`config.mk`:
```
export PLATFORM = sky130hd
export DESIGN_NAME = mw_eeprom_slave
export DESIGN_NICKNAME = d
export VERILOG_FILES = /design/src/rtl/mwe_pkg.sv /design/src/rtl/mwe_insync.sv /design/src/rtl/mwe_frame.sv /design/src/rtl/mwe_store.sv /design/src/rtl/mw_eeprom_slave.sv
export SDC_FILE = /design/constraint.sdc
export NUM_CORES = 2
export LEC_CHECK = 0
export BUFFER_PORTS_ARGS = -buffer_cell sky130_fd_sc_hd__buf_2
export CORE_ASPECT_RATIO = 1.4
export CORE_MARGIN = 2
export CORE_UTILIZATION = 30
export DETAILED_ROUTE_END_ITERATION = 16
export REMOVE_ABC_BUFFERS = 1
export SLEW_MARGIN = 20
export SYNTH_ARGS = -nofsm -noshare
export SYNTH_HDL_FRONTEND = slang
export SYNTH_SLANG_ARGS = --single-unit
```
`constraint.sdc`:
```
create_clock -name clk -period 2.8 [get_ports clk]
set_clock_uncertainty 0.15 [all_clocks]
set_input_delay 0.28 -clock clk [delete_from_list [all_inputs] [get_ports clk]]
set_output_delay 0.28 -clock clk [all_outputs]
set_load 0.02 [all_outputs]
```
`src/rtl/mwe_pkg.sv`:
```
package mwe_pkg;

    typedef enum logic [2:0] {
        FS_IDLE,
        FS_OPC,
        FS_ADR,
        FS_DAT,
        FS_RD,
        FS_HOLD
    } fstate_e;

    typedef enum logic [1:0] {
        OP_SYS = 2'b00,
        OP_WR  = 2'b01,
        OP_RD  = 2'b10,
        OP_PG  = 2'b11
    } opcode_e;

    localparam logic [1:0] SUB_UNLOCK = 2'b11;
    localparam logic [1:0] SUB_LOCK   = 2'b00;
    localparam logic [1:0] SUB_FILL   = 2'b01;

endpackage

```
`src/rtl/mwe_insync.sv`:
```
module mwe_insync #(
    parameter int W      = 4,
    parameter int STAGES = 2
) (
    input  logic         clk,
    input  logic         rst_n,
    input  logic [W-1:0] raw_i,
    output logic [W-1:0] lvl_o
);

    logic [STAGES-1:0][W-1:0] ch_d, ch_q;

    generate
        for (genvar s = 0; s < STAGES; s++) begin : g_stage
            if (s == 0) begin : g_first
                always_comb ch_d[s] = raw_i;
            end else begin : g_next
                always_comb ch_d[s] = ch_q[s-1];
            end
        end
    endgenerate

    always_ff @(posedge clk or negedge rst_n) begin
        if (!rst_n) ch_q <= '0;
        else        ch_q <= ch_d;
    end

    assign lvl_o = ch_q[STAGES-1];

endmodule

```
`src/rtl/mwe_frame.sv`:
```
module mwe_frame import mwe_pkg::*; #(
    parameter int AW = 6,
    parameter int DW = 16,
    parameter int PW = 4
) (
    input  logic                   clk,
    input  logic                   rst_n,
    input  logic                   sel_s,
    input  logic                   sel_fall,
    input  logic                   sclk_rise,
    input  logic                   din_s,
    input  logic                   pe_s,
    input  logic                   busy_i,
    input  logic [DW-1:0]          rdata_i,
    output logic [AW-1:0]          raddr_o,
    output logic                   commit_o,
    output logic                   all_o,
    output logic [AW-$clog2(PW)-1:0] cblk_o,
    output logic [PW-1:0][DW-1:0]  cbuf_o,
    output logic [PW-1:0]          cval_o,
    output logic                   wen_o,
    output logic                   idle_o,
    output logic                   dout_o,
    output logic                   oe_o
);

    localparam int PL    = $clog2(PW);
    localparam int CNT_W = $clog2(DW + AW);
    localparam logic [CNT_W-1:0] CNT_OLAST = CNT_W'(1);
    localparam logic [CNT_W-1:0] CNT_ALAST = CNT_W'(AW - 1);
    localparam logic [CNT_W-1:0] CNT_DLAST = CNT_W'(DW - 1);

    typedef struct packed {
        fstate_e               st;
        logic [CNT_W-1:0]      cnt;
        logic [1:0]            opc;
        logic [AW-1:0]         addr;
        logic [DW-1:0]         sh;
        logic [PW-1:0][DW-1:0] pbuf;
        logic [PW-1:0]         pval;
        logic [PL-1:0]         ptr;
        logic                  multi;
        logic                  all;
        logic                  done;
        logic                  wen;
        logic                  status;
        logic                  rbit;
        logic                  dout;
        logic                  oe;
    } fr_t;

    fr_t d, q;
    logic          commit;
    logic [DW-1:0] word;
    logic [AW-1:0] afull;
    int            ridx;

    always_comb begin
        d      = q;
        commit = 1'b0;
        word   = {q.sh[DW-2:0], din_s};
        afull  = {q.addr[AW-2:0], din_s};
        ridx   = DW - 1 - int'(q.cnt);

        if (!sel_s) begin
            if (sel_fall && q.done && q.wen && pe_s && !busy_i) begin
                commit   = 1'b1;
                d.status = 1'b1;
            end
            d.st   = FS_IDLE;
            d.cnt  = '0;
            d.done = 1'b0;
            d.pval = '0;
        end else if (sclk_rise) begin
            case (q.st)
                FS_IDLE: begin
                    if (din_s && !busy_i) begin
                        d.st     = FS_OPC;
                        d.cnt    = '0;
                        d.opc    = '0;
                        d.multi  = 1'b0;
                        d.all    = 1'b0;
                        d.done   = 1'b0;
                        d.pval   = '0;
                        d.status = 1'b0;
                    end
                end
                FS_OPC: begin
                    d.opc = {q.opc[0], din_s};
                    d.cnt = q.cnt + CNT_W'(1);
                    if (q.cnt == CNT_OLAST) begin
                        d.st  = FS_ADR;
                        d.cnt = '0;
                    end
                end
                FS_ADR: begin
                    d.addr = afull;
                    d.cnt  = q.cnt + CNT_W'(1);
                    if (q.cnt == CNT_ALAST) begin
                        d.cnt = '0;
                        case (opcode_e'(q.opc))
                            OP_RD: begin
                                d.st   = FS_RD;
                                d.rbit = 1'b0;
                            end
                            OP_WR: begin
                                d.st    = FS_DAT;
                                d.ptr   = afull[PL-1:0];
                                d.multi = 1'b0;
                            end
                            OP_PG: begin
                                d.st    = FS_DAT;
                                d.ptr   = afull[PL-1:0];
                                d.multi = 1'b1;
                            end
                            default: begin
                                d.st = FS_HOLD;
                                if (afull[AW-1:AW-2] == SUB_UNLOCK) begin
                                    if (pe_s) d.wen = 1'b1;
                                end else if (afull[AW-1:AW-2] == SUB_LOCK) begin
                                    if (pe_s) d.wen = 1'b0;
                                end else if (afull[AW-1:AW-2] == SUB_FILL) begin
                                    d.st  = FS_DAT;
                                    d.ptr = '0;
                                    d.all = 1'b1;
                                end
                            end
                        endcase
                    end
                end
                FS_DAT: begin
                    d.sh  = word;
                    d.cnt = q.cnt + CNT_W'(1);
                    if (q.cnt == CNT_DLAST) begin
                        d.cnt         = '0;
                        d.pbuf[q.ptr] = word;
                        d.pval[q.ptr] = 1'b1;
                        d.done        = 1'b1;
                        if (q.multi) d.ptr = q.ptr + PL'(1);
                        else         d.st  = FS_HOLD;
                    end
                end
                FS_RD: begin
                    d.rbit = rdata_i[ridx];
                    d.cnt  = q.cnt + CNT_W'(1);
                    if (q.cnt == CNT_DLAST) begin
                        d.cnt  = '0;
                        d.addr = q.addr + AW'(1);
                    end
                end
                default: ;
            endcase
        end

        d.oe   = sel_s && (d.st == FS_RD || d.status);
        d.dout = (d.st == FS_RD) ? d.rbit : !busy_i;
    end

    always_ff @(posedge clk or negedge rst_n) begin
        if (!rst_n) begin
            q    <= '0;
            q.st <= FS_IDLE;
        end else begin
            q <= d;
        end
    end

    assign raddr_o  = q.addr;
    assign commit_o = commit;
    assign all_o    = q.all;
    assign cblk_o   = q.addr[AW-1:PL];
    assign cbuf_o   = q.pbuf;
    assign cval_o   = q.pval;
    assign wen_o    = q.wen;
    assign idle_o   = (q.st == FS_IDLE);
    assign dout_o   = q.dout;
    assign oe_o     = q.oe;

endmodule

```
`src/rtl/mwe_store.sv`:
```
module mwe_store #(
    parameter int AW          = 6,
    parameter int DW          = 16,
    parameter int PW          = 4,
    parameter int PROG_CYCLES = 40
) (
    input  logic                     clk,
    input  logic                     rst_n,
    input  logic [AW-1:0]            raddr_i,
    output logic [DW-1:0]            rdata_o,
    input  logic                     commit_i,
    input  logic                     all_i,
    input  logic [AW-$clog2(PW)-1:0] cblk_i,
    input  logic [PW-1:0][DW-1:0]    cbuf_i,
    input  logic [PW-1:0]            cval_i,
    output logic                     busy_o
);

    localparam int DEPTH = 1 << AW;
    localparam int PL    = $clog2(PW);
    localparam int TW    = $clog2(PROG_CYCLES + 1);

    logic [DW-1:0] mem_d [DEPTH];
    logic [DW-1:0] mem_q [DEPTH];
    logic [TW-1:0] tmr_d, tmr_q;
    logic [AW-1:0] widx;

    always_comb begin
        mem_d = mem_q;
        widx  = '0;
        tmr_d = (tmr_q != '0) ? tmr_q - TW'(1) : '0;
        if (commit_i) begin
            tmr_d = TW'(PROG_CYCLES);
            if (all_i) begin
                for (int i = 0; i < DEPTH; i++) mem_d[i] = cbuf_i[0];
            end else begin
                for (int p = 0; p < PW; p++) begin
                    widx = {cblk_i, PL'(p)};
                    if (cval_i[p]) mem_d[widx] = cbuf_i[p];
                end
            end
        end
    end

    always_ff @(posedge clk or negedge rst_n) begin
        if (!rst_n) begin
            for (int i = 0; i < DEPTH; i++) mem_q[i] <= '1;
            tmr_q <= '0;
        end else begin
            mem_q <= mem_d;
            tmr_q <= tmr_d;
        end
    end

    assign rdata_o = mem_q[raddr_i];
    assign busy_o  = (tmr_q != '0);

endmodule

```
`src/rtl/mw_eeprom_slave.sv`:
```
module mw_eeprom_slave #(
    parameter int AW          = 6,
    parameter int DW          = 16,
    parameter int PAGE_WORDS  = 4,
    parameter int PROG_CYCLES = 40,
    parameter int SYNC_STAGES = 2
) (
    input  logic clk,
    input  logic rst_n,
    input  logic sel_i,
    input  logic sclk_i,
    input  logic sdin_i,
    input  logic prog_en_i,
    output logic sdout_o,
    output logic sdout_oe_o
);

    localparam int PL = $clog2(PAGE_WORDS);

    logic [3:0] lines_s;
    logic sel_s, sclk_s, din_s, pe_s;
    logic sel_fall, sclk_rise;

    typedef struct packed {
        logic sel_prev;
        logic sclk_prev;
    } edge_t;
    edge_t eg_d, eg_q;

    logic [AW-1:0]                 raddr;
    logic [DW-1:0]                 rdata;
    logic                          commit, fill_all, busy, wen, fr_idle;
    logic [AW-PL-1:0]              cblk;
    logic [PAGE_WORDS-1:0][DW-1:0] cbuf;
    logic [PAGE_WORDS-1:0]         cval;

    mwe_insync #(.W(4), .STAGES(SYNC_STAGES)) u_sync (
        .clk   (clk),
        .rst_n (rst_n),
        .raw_i ({prog_en_i, sdin_i, sclk_i, sel_i}),
        .lvl_o (lines_s)
    );

    assign sel_s  = lines_s[0];
    assign sclk_s = lines_s[1];
    assign din_s  = lines_s[2];
    assign pe_s   = lines_s[3];

    always_comb begin
        eg_d.sel_prev  = sel_s;
        eg_d.sclk_prev = sclk_s;
    end

    always_ff @(posedge clk or negedge rst_n) begin
        if (!rst_n) eg_q <= '0;
        else        eg_q <= eg_d;
    end

    assign sel_fall  = eg_q.sel_prev & ~sel_s;
    assign sclk_rise = sclk_s & ~eg_q.sclk_prev;

    mwe_frame #(.AW(AW), .DW(DW), .PW(PAGE_WORDS)) u_frame (
        .clk       (clk),
        .rst_n     (rst_n),
        .sel_s     (sel_s),
        .sel_fall  (sel_fall),
        .sclk_rise (sclk_rise),
        .din_s     (din_s),
        .pe_s      (pe_s),
        .busy_i    (busy),
        .rdata_i   (rdata),
        .raddr_o   (raddr),
        .commit_o  (commit),
        .all_o     (fill_all),
        .cblk_o    (cblk),
        .cbuf_o    (cbuf),
        .cval_o    (cval),
        .wen_o     (wen),
        .idle_o    (fr_idle),
        .dout_o    (sdout_o),
        .oe_o      (sdout_oe_o)
    );

    mwe_store #(.AW(AW), .DW(DW), .PW(PAGE_WORDS), .PROG_CYCLES(PROG_CYCLES)) u_store (
        .clk      (clk),
        .rst_n    (rst_n),
        .raddr_i  (raddr),
        .rdata_o  (rdata),
        .commit_i (commit),
        .all_i    (fill_all),
        .cblk_i   (cblk),
        .cbuf_i   (cbuf),
        .cval_i   (cval),
        .busy_o   (busy)
    );

endmodule

```
-- Word-level counts from Yosys, hierarchy flattened
Index checks and enable logic that the tools add are counted.
- input port bits: 6
- register bits: 1150
- word-level logic and storage cells: 276
- output and inout port bits: 2
- equal/unequal tests: 34
- $add $sub $neg: 5
- magnitude comparators: 12
- muxes and demuxes: 93
- bitwise gates (word level): 11
- reductions and logical operators: 33
- operators by type and width (operator ; number):
    two-way mux 1024 bit ; 11
    bitwise mux 1024 bit ; 4
    demux 16 bit (select 6 bit) ; 4
    two-way mux 16 bit ; 7
    two-way mux 108 bit ; 1
    binary-select mux 16 bit (select 6 bit) ; 1
    two-way mux 80 bit ; 1
    two-way mux 70 bit ; 1
    bitwise mux 64 bit ; 1
    >= comparator 7 bit, second input constant ; 5
    inverter 6 -> 7 bit ; 5
    demux 16 bit (select 2 bit) ; 1
    < comparator 32 x 6 -> 1 bit, second input constant ; 1
    two-way mux 8 bit ; 4
    < comparator 7 x 1 -> 1 bit, second input constant ; 4
    two-way mux 1 bit ; 26
    case mux 5 bit (5 select lines) ; 1
    two-way mux 6 bit ; 3
    case mux 2 bit (2 select lines) ; 4
    AND reduction 4 bit ; 4
    two-way mux 3 bit ; 5
    != test 2 bit, second input constant ; 7
    two-way mux 4 bit ; 3
    != test 2 x 1 -> 1 bit, second input constant ; 6
    45 further kinds ; 78

-- Longest topological paths before layout
- depth after elaboration: 20
- depth in mapped cells: 13
- mapped depth without buffers: 10

-- By module
A second synthesis with hierarchy kept.
- cells, all modules: 5421
- area total of the unflattened synthesis: 58041.9 um^2
- by module, submodules not included (module ; cells an instance ; area each (um^2) ; sequential area each (um^2) ; times used):
    mwe_store ; 4941 ; 52155.0 ; 27055.9 ; 1
    mwe_frame ; 468 ; 5609.1 ; 2727.6 ; 1
    mwe_insync ; 8 ; 200.2 ; 200.2 ; 1
    mw_eeprom_slave ; 4 ; 77.6 ; 50.0 ; 1

-- Worst setup path after synthesis
No wires, ideal clock.
- kind: reg2reg
- start: register u_store.tmr_q[0]
- end: register u_store.mem_q[373] (netlist name)
- path slack: 0.034 ns
- data arrival time: 2.534 ns
- data required time: 2.568 ns
- library setup time: 0.082 ns
- period minus slack after synthesis: 2.766 ns
- buffers on the path: 2
- stages on the path, launching flop included: 11
- path through: dfrtp_1 > inv_1 > ha_1 > nor2b_1 > nand2_1 > nor3_2 > o21ai_2 > buf_2 > nor2_1 > buf_4 > mux2_2
- word-level cells in the longest chain between the ends: 5
- ends and longest elaborated chain (what ; line ; source):
    from (decl) ; mwe_store.sv:25 ; logic [TW-1:0] tmr_d, tmr_q;
    from (signal assigned) ; mwe_store.sv:51 ; tmr_q <= tmr_d;
    nonzero test 6 bit ; mwe_store.sv:56 ; assign busy_o = (tmr_q != '0);
    zero test 1 bit ; mwe_frame.sv:66 ; if (sel_fall && q.done && q.wen && pe_s && !busy_i) begin
    logical AND 1 bit ; mwe_frame.sv:66 ;
    two-way mux 1 bit ; mwe_frame.sv:66 ;
    two-way mux 1 bit ; mwe_frame.sv:65 ; if (!sel_s) begin
    to (signal assigned) ; mwe_store.sv:50 ; mem_q <= mem_d;
    to (decl) ; mwe_store.sv:24 ; logic [DW-1:0] mem_q [DEPTH];
Every way passes these cells.
A chain may end at the register's enable or synchronous reset.

==> summary.md <==
| Metric | Value |
|---|---|
| Initial antenna violation count | `10` |
| Post-synth cell types | `88` |
| Max-slew violations | `0` |
| CTS tree | `done` |
| Max VDD drop | `0.430 mV` |
| Hold Violations, Final | `0` |
| Most used cell, CP | `buf_4` |
| Core Area | `0.189 sq mm` |
| Core Util, Final | `0.378` |
| RSZ-0062 raised after global routing | `true` |
| Vias in the first global route | `47.5k` |
| Initial Utilization | `0.301` |
| Predominant post-synthesis flop cell | `dfstp_2` |
| Power per cell area | `465 mW/mm^2` |
| Placed cell count | `7,855` |
| CP max FO | `10` |
| Status | `finished, violations left` |
| Wire length on met3 | `26.3 mm` |
| DR vias | `48.0k` |
| Flop pwr share | `0.502` |
| Final setup fails | `32` |
| Setup crit end kind | `flop` |
| Antenna-violating nets left | `0` |
| Vias per Instance | `5.87` |
| Cells after Synth | `5,290` |
| Crit Path Class | `flop to flop` |
| Failing checks | `negative setup slack` |
| Setup TNS | `-2.28 ns` |
| Fin crit share | `1.27` |
| Synth Cell Area | `0.0570 sq mm` |
| Fillers | `18.1k` |
| Post-Route WL | `259 mm` |
| Final Instance Count excl. Fillers | `8,177` |
| Logic pwr share | `0.025` |
| Number of flops mapped to enable cells by yosys | `0` |
| Slew @ Worst Pin | `0.862 ns` |
| Metal-1 WL | `86.7 mm` |
| Slew margin rel. | `0.425` |
| Port Buffer Count | `7` |
| Final Wtd Congestion | `0.992` |
| Switching Fraction | `0.227` |
| Commonest non-fill, non-tap cell in the layout | `a21oi_1` |
| Minimum clock period | `3.56 ns` |
| Layout Nets | `5,626` |
| Max Used Layer | `met5` |
| Critical path launch point type | `flop` |
| Max-cap viol count | `0` |
| Synth Register Bits | `1,149` |
| Area post-placement | `0.0650 sq mm` |
| Int Power | `25.7 mW` |
| Pwr Total | `33.3 mW` |
| Avg Inst Size Synth | `10.8 sq um` |
| Layout cells sized above 1 | `0.487` |
| Total GRT Usage | `0.254` |
| Clock-pin slew on the worst setup and hold paths | `0.07 ns` |
| CTS Buf Count | `108` |
| Ys async rst share | `1.00` |
| Drt pass-1 iters | `9` |
| Commonest non-fill, non-tap cells in the layout | `1,541 x a21oi_1, 1,024 x dfstp_2, 791 x nor2_1, 479 x buf_4, 354 x mux2_2` |
| Row count | `189` |
| Leak pwr | `26.5 nW` |
| I/O pin count | `8` |
| Pre-CTS setup slack | `-1.34 ns` |
| P&R area growth vs syn | `25.4%` |
| Final WS setup | `-0.764 ns` |
| CTS sink cnt | `1,149` |
| CP peak stage delay | `0.50 ns` |
| Yosys synthesis warning count | `0` |
| Crit-path cells | `buf_12 -> buf_16 -> buf_16 -> buf_4 -> mux4_2 -> mux4_2 -> a21oi_1 -> buf_4 -> a2111oi_4 -> nor4_4 -> buf_4 -> a211o_4 -> a31oi_4` |
| Clock Latency Late Sink | `0.76 ns` |
| Fin area | `0.0715 sq mm` |
| Routed len/inst | `31.6 microns` |
| Maximum clock insertion buffer count | `3` |
| CP max-delay cell | `mux4_2` |
| Die Ht | `520 microns` |
| Critical path data arrival time | `4.04 ns` |
| H-tree Lvls | `3` |
| Maximum clock rate | `0.281 GHz` |
| Switching pwr | `7.57 mW` |
| Data required, critical path | `3.28 ns` |
| Clk root buf | `clkbuf_16` |
| Global-route wire length before repair | `352 mm` |
| Total met2 wirelength after detailed routing | `116 mm` |
| DRC | `0` |
| Starting DRC count in detailed routing | `6,115` |
| Largest net degree at the start of global routing | `121` |
| Post-DP HPWL | `164 mm` |
| Clock share of power | `0.473` |
| Min Hold Slack | `0.0208 ns` |
| GRT overflow | `0` |
| Hold/Removal Path Class | `input port to flop` |
| Sequential fraction of the synthesis area | `0.527` |
| DIE AREA | `0.194 sq mm` |
| Die Wd | `372 microns` |
==> registers in the layout (all words and copies together) (netlist names), 2 cells and up <==
| name | count |
|---|---|
| eg_q | 2 |
| u_sync.ch_d | 4 |
| u_sync.lvl_o | 4 |
| u_frame.raddr_o | 6 |
| u_frame.cval_o | 4 |
| u_store.tmr_q | 6 |
| u_frame.cbuf_o | 64 |
| u_store.mem_q | 1024 |
| u_frame.q | 31 |
==> critical path, delay by kind of cell, from the launching register on <==
family,cells,cell delay [ns]
buffers and inverters,6,1.03
muxes,2,0.97
AOI/OAI and AO/OA,4,0.48
DFF,1,0.45
and+or+nand+nor,1,0.29
==> cell families after synthesis <==
| logic type | count (synthesis) | share of synthesized area |
|---|---|---|
| xor gates and xnor gates | 4 | 0.000615 |
| muxes | 624 | 0.173 |
| and+or+nand+nor | 1160 | 0.0871 |
| adders and majority gates | 13 | 0.00285 |
| AOI/OAI and AO/OA | 1760 | 0.163 |
| buffers and inverters | 580 | 0.0466 |
| DFF | 1149 | 0.527 |
==> area by class of cell <==
cell class                      count  area (sq um)  share of cell area
Antenna cell                        3          7.51            0.000105
Clock buffer                      147          3100              0.0434
Clock inverter                     47           558             0.00780
Inverter                           15          56.3            0.000787
Multi-Input combinational cell   3561         25500               0.356
Sequential cell                  1149         30100               0.420
Tap cell                         2483          3110              0.0435
Timing Repair Buffer              772          9140               0.128
==> power groups by stage <==
| stage | Clock [mW] | Combinational [mW] | Sequential, mW |
|---|---|---|---|
| 3_3_place_gp | 0 | 0.767 | 17.0 |
| 3_5_place_dp | 0 | 0.774 | 17.0 |
| 4_1_cts | 15.9 | 0.820 | 16.7 |
| 2_1_floorplan | 0 | 0.133 | 17.0 |
| 6_report | 15.7 | 0.835 | 16.7 |
| 5_1_grt | 16.5 | 0.897 | 16.7 |
==> routing by layer <==
layer,vias to the layer above,global-route usage
li1,19500,-
met5,-,0
met2,3210,0.397
met3,1030,0.0599
met1,24300,0.287
met4,6,0.226
==> Yosys cell counts, types with 7 or more instances <==
master | n | share of area
and2_1 | 74 | 0.0081
mux2_2 | 354 | 0.070
a211oi_1 | 11 | 0.0014
clkbuf_1 | 445 | 0.029
nand3_1 | 16 | 0.0014
nand4_1 | 11 | 0.0012
nor3_1 | 22 | 0.0019
inv_1 | 12 | 0.00079
buf_2 | 59 | 0.0052
buf_12 | 7 | 0.0025
buf_6 | 24 | 0.0047
nor2b_1 | 26 | 0.0029
ha_1 | 13 | 0.0029
buf_4 | 8 | 0.0011
a22o_1 | 12 | 0.0018
mux2i_1 | 21 | 0.0037
a21oi_1 | 1568 | 0.14
nand2b_1 | 11 | 0.0012
nor4_1 | 7 | 0.00077
mux4_2 | 226 | 0.089
dfrtp_1 | 125 | 0.055
buf_1 | 13 | 0.00086
dfstp_2 | 1024 | 0.47
o21ai_0 | 28 | 0.0025
o22ai_1 | 12 | 0.0013
a22oi_1 | 60 | 0.0079
nand2_1 | 68 | 0.0045
mux4_1 | 19 | 0.0088
nor2_1 | 879 | 0.058
nor2_2 | 9 | 0.00099
==> path summary, 6_finish.rpt <==
path | startpoint | end | slack [ns] | depth (start not counted)
setup reg to reg | u_frame.raddr_o[0]$_DFFE_PN0P_ | u_frame.dout_o$_DFF_PN0_ | -0.76 | 13
setup / recovery | u_frame.raddr_o[0]$_DFFE_PN0P_ | u_frame.dout_o$_DFF_PN0_ | -0.76 | 13
min in group asynchronous | rst_n | u_frame.q[2]$_DFF_PN0_ | 0.04 | 2
hold reg to reg | u_sync.ch_d[4]$_DFF_PN0_ | u_sync.lvl_o[0]$_DFF_PN0_ | 0.21 | 0
max in group asynchronous | rst_n | u_frame.raddr_o[3]$_DFFE_PN0P_ | 1.32 | 3
hold / removal | sel_i | u_sync.ch_d[4]$_DFF_PN0_ | 0.02 | 2
==> what timing repair did <==
action | CTS | global route
endpoints found under the setup margin | 665 | 250
resized for setup | 130 | 124
gates cloned | 15 | 18
endpoints found under the hold margin | 68 | 0
setup buffers | 49 | 40
pin swaps | 43 | 35
hold buffers | 6 | 0
Note: power is estimated with default switching activity, not from simulation.
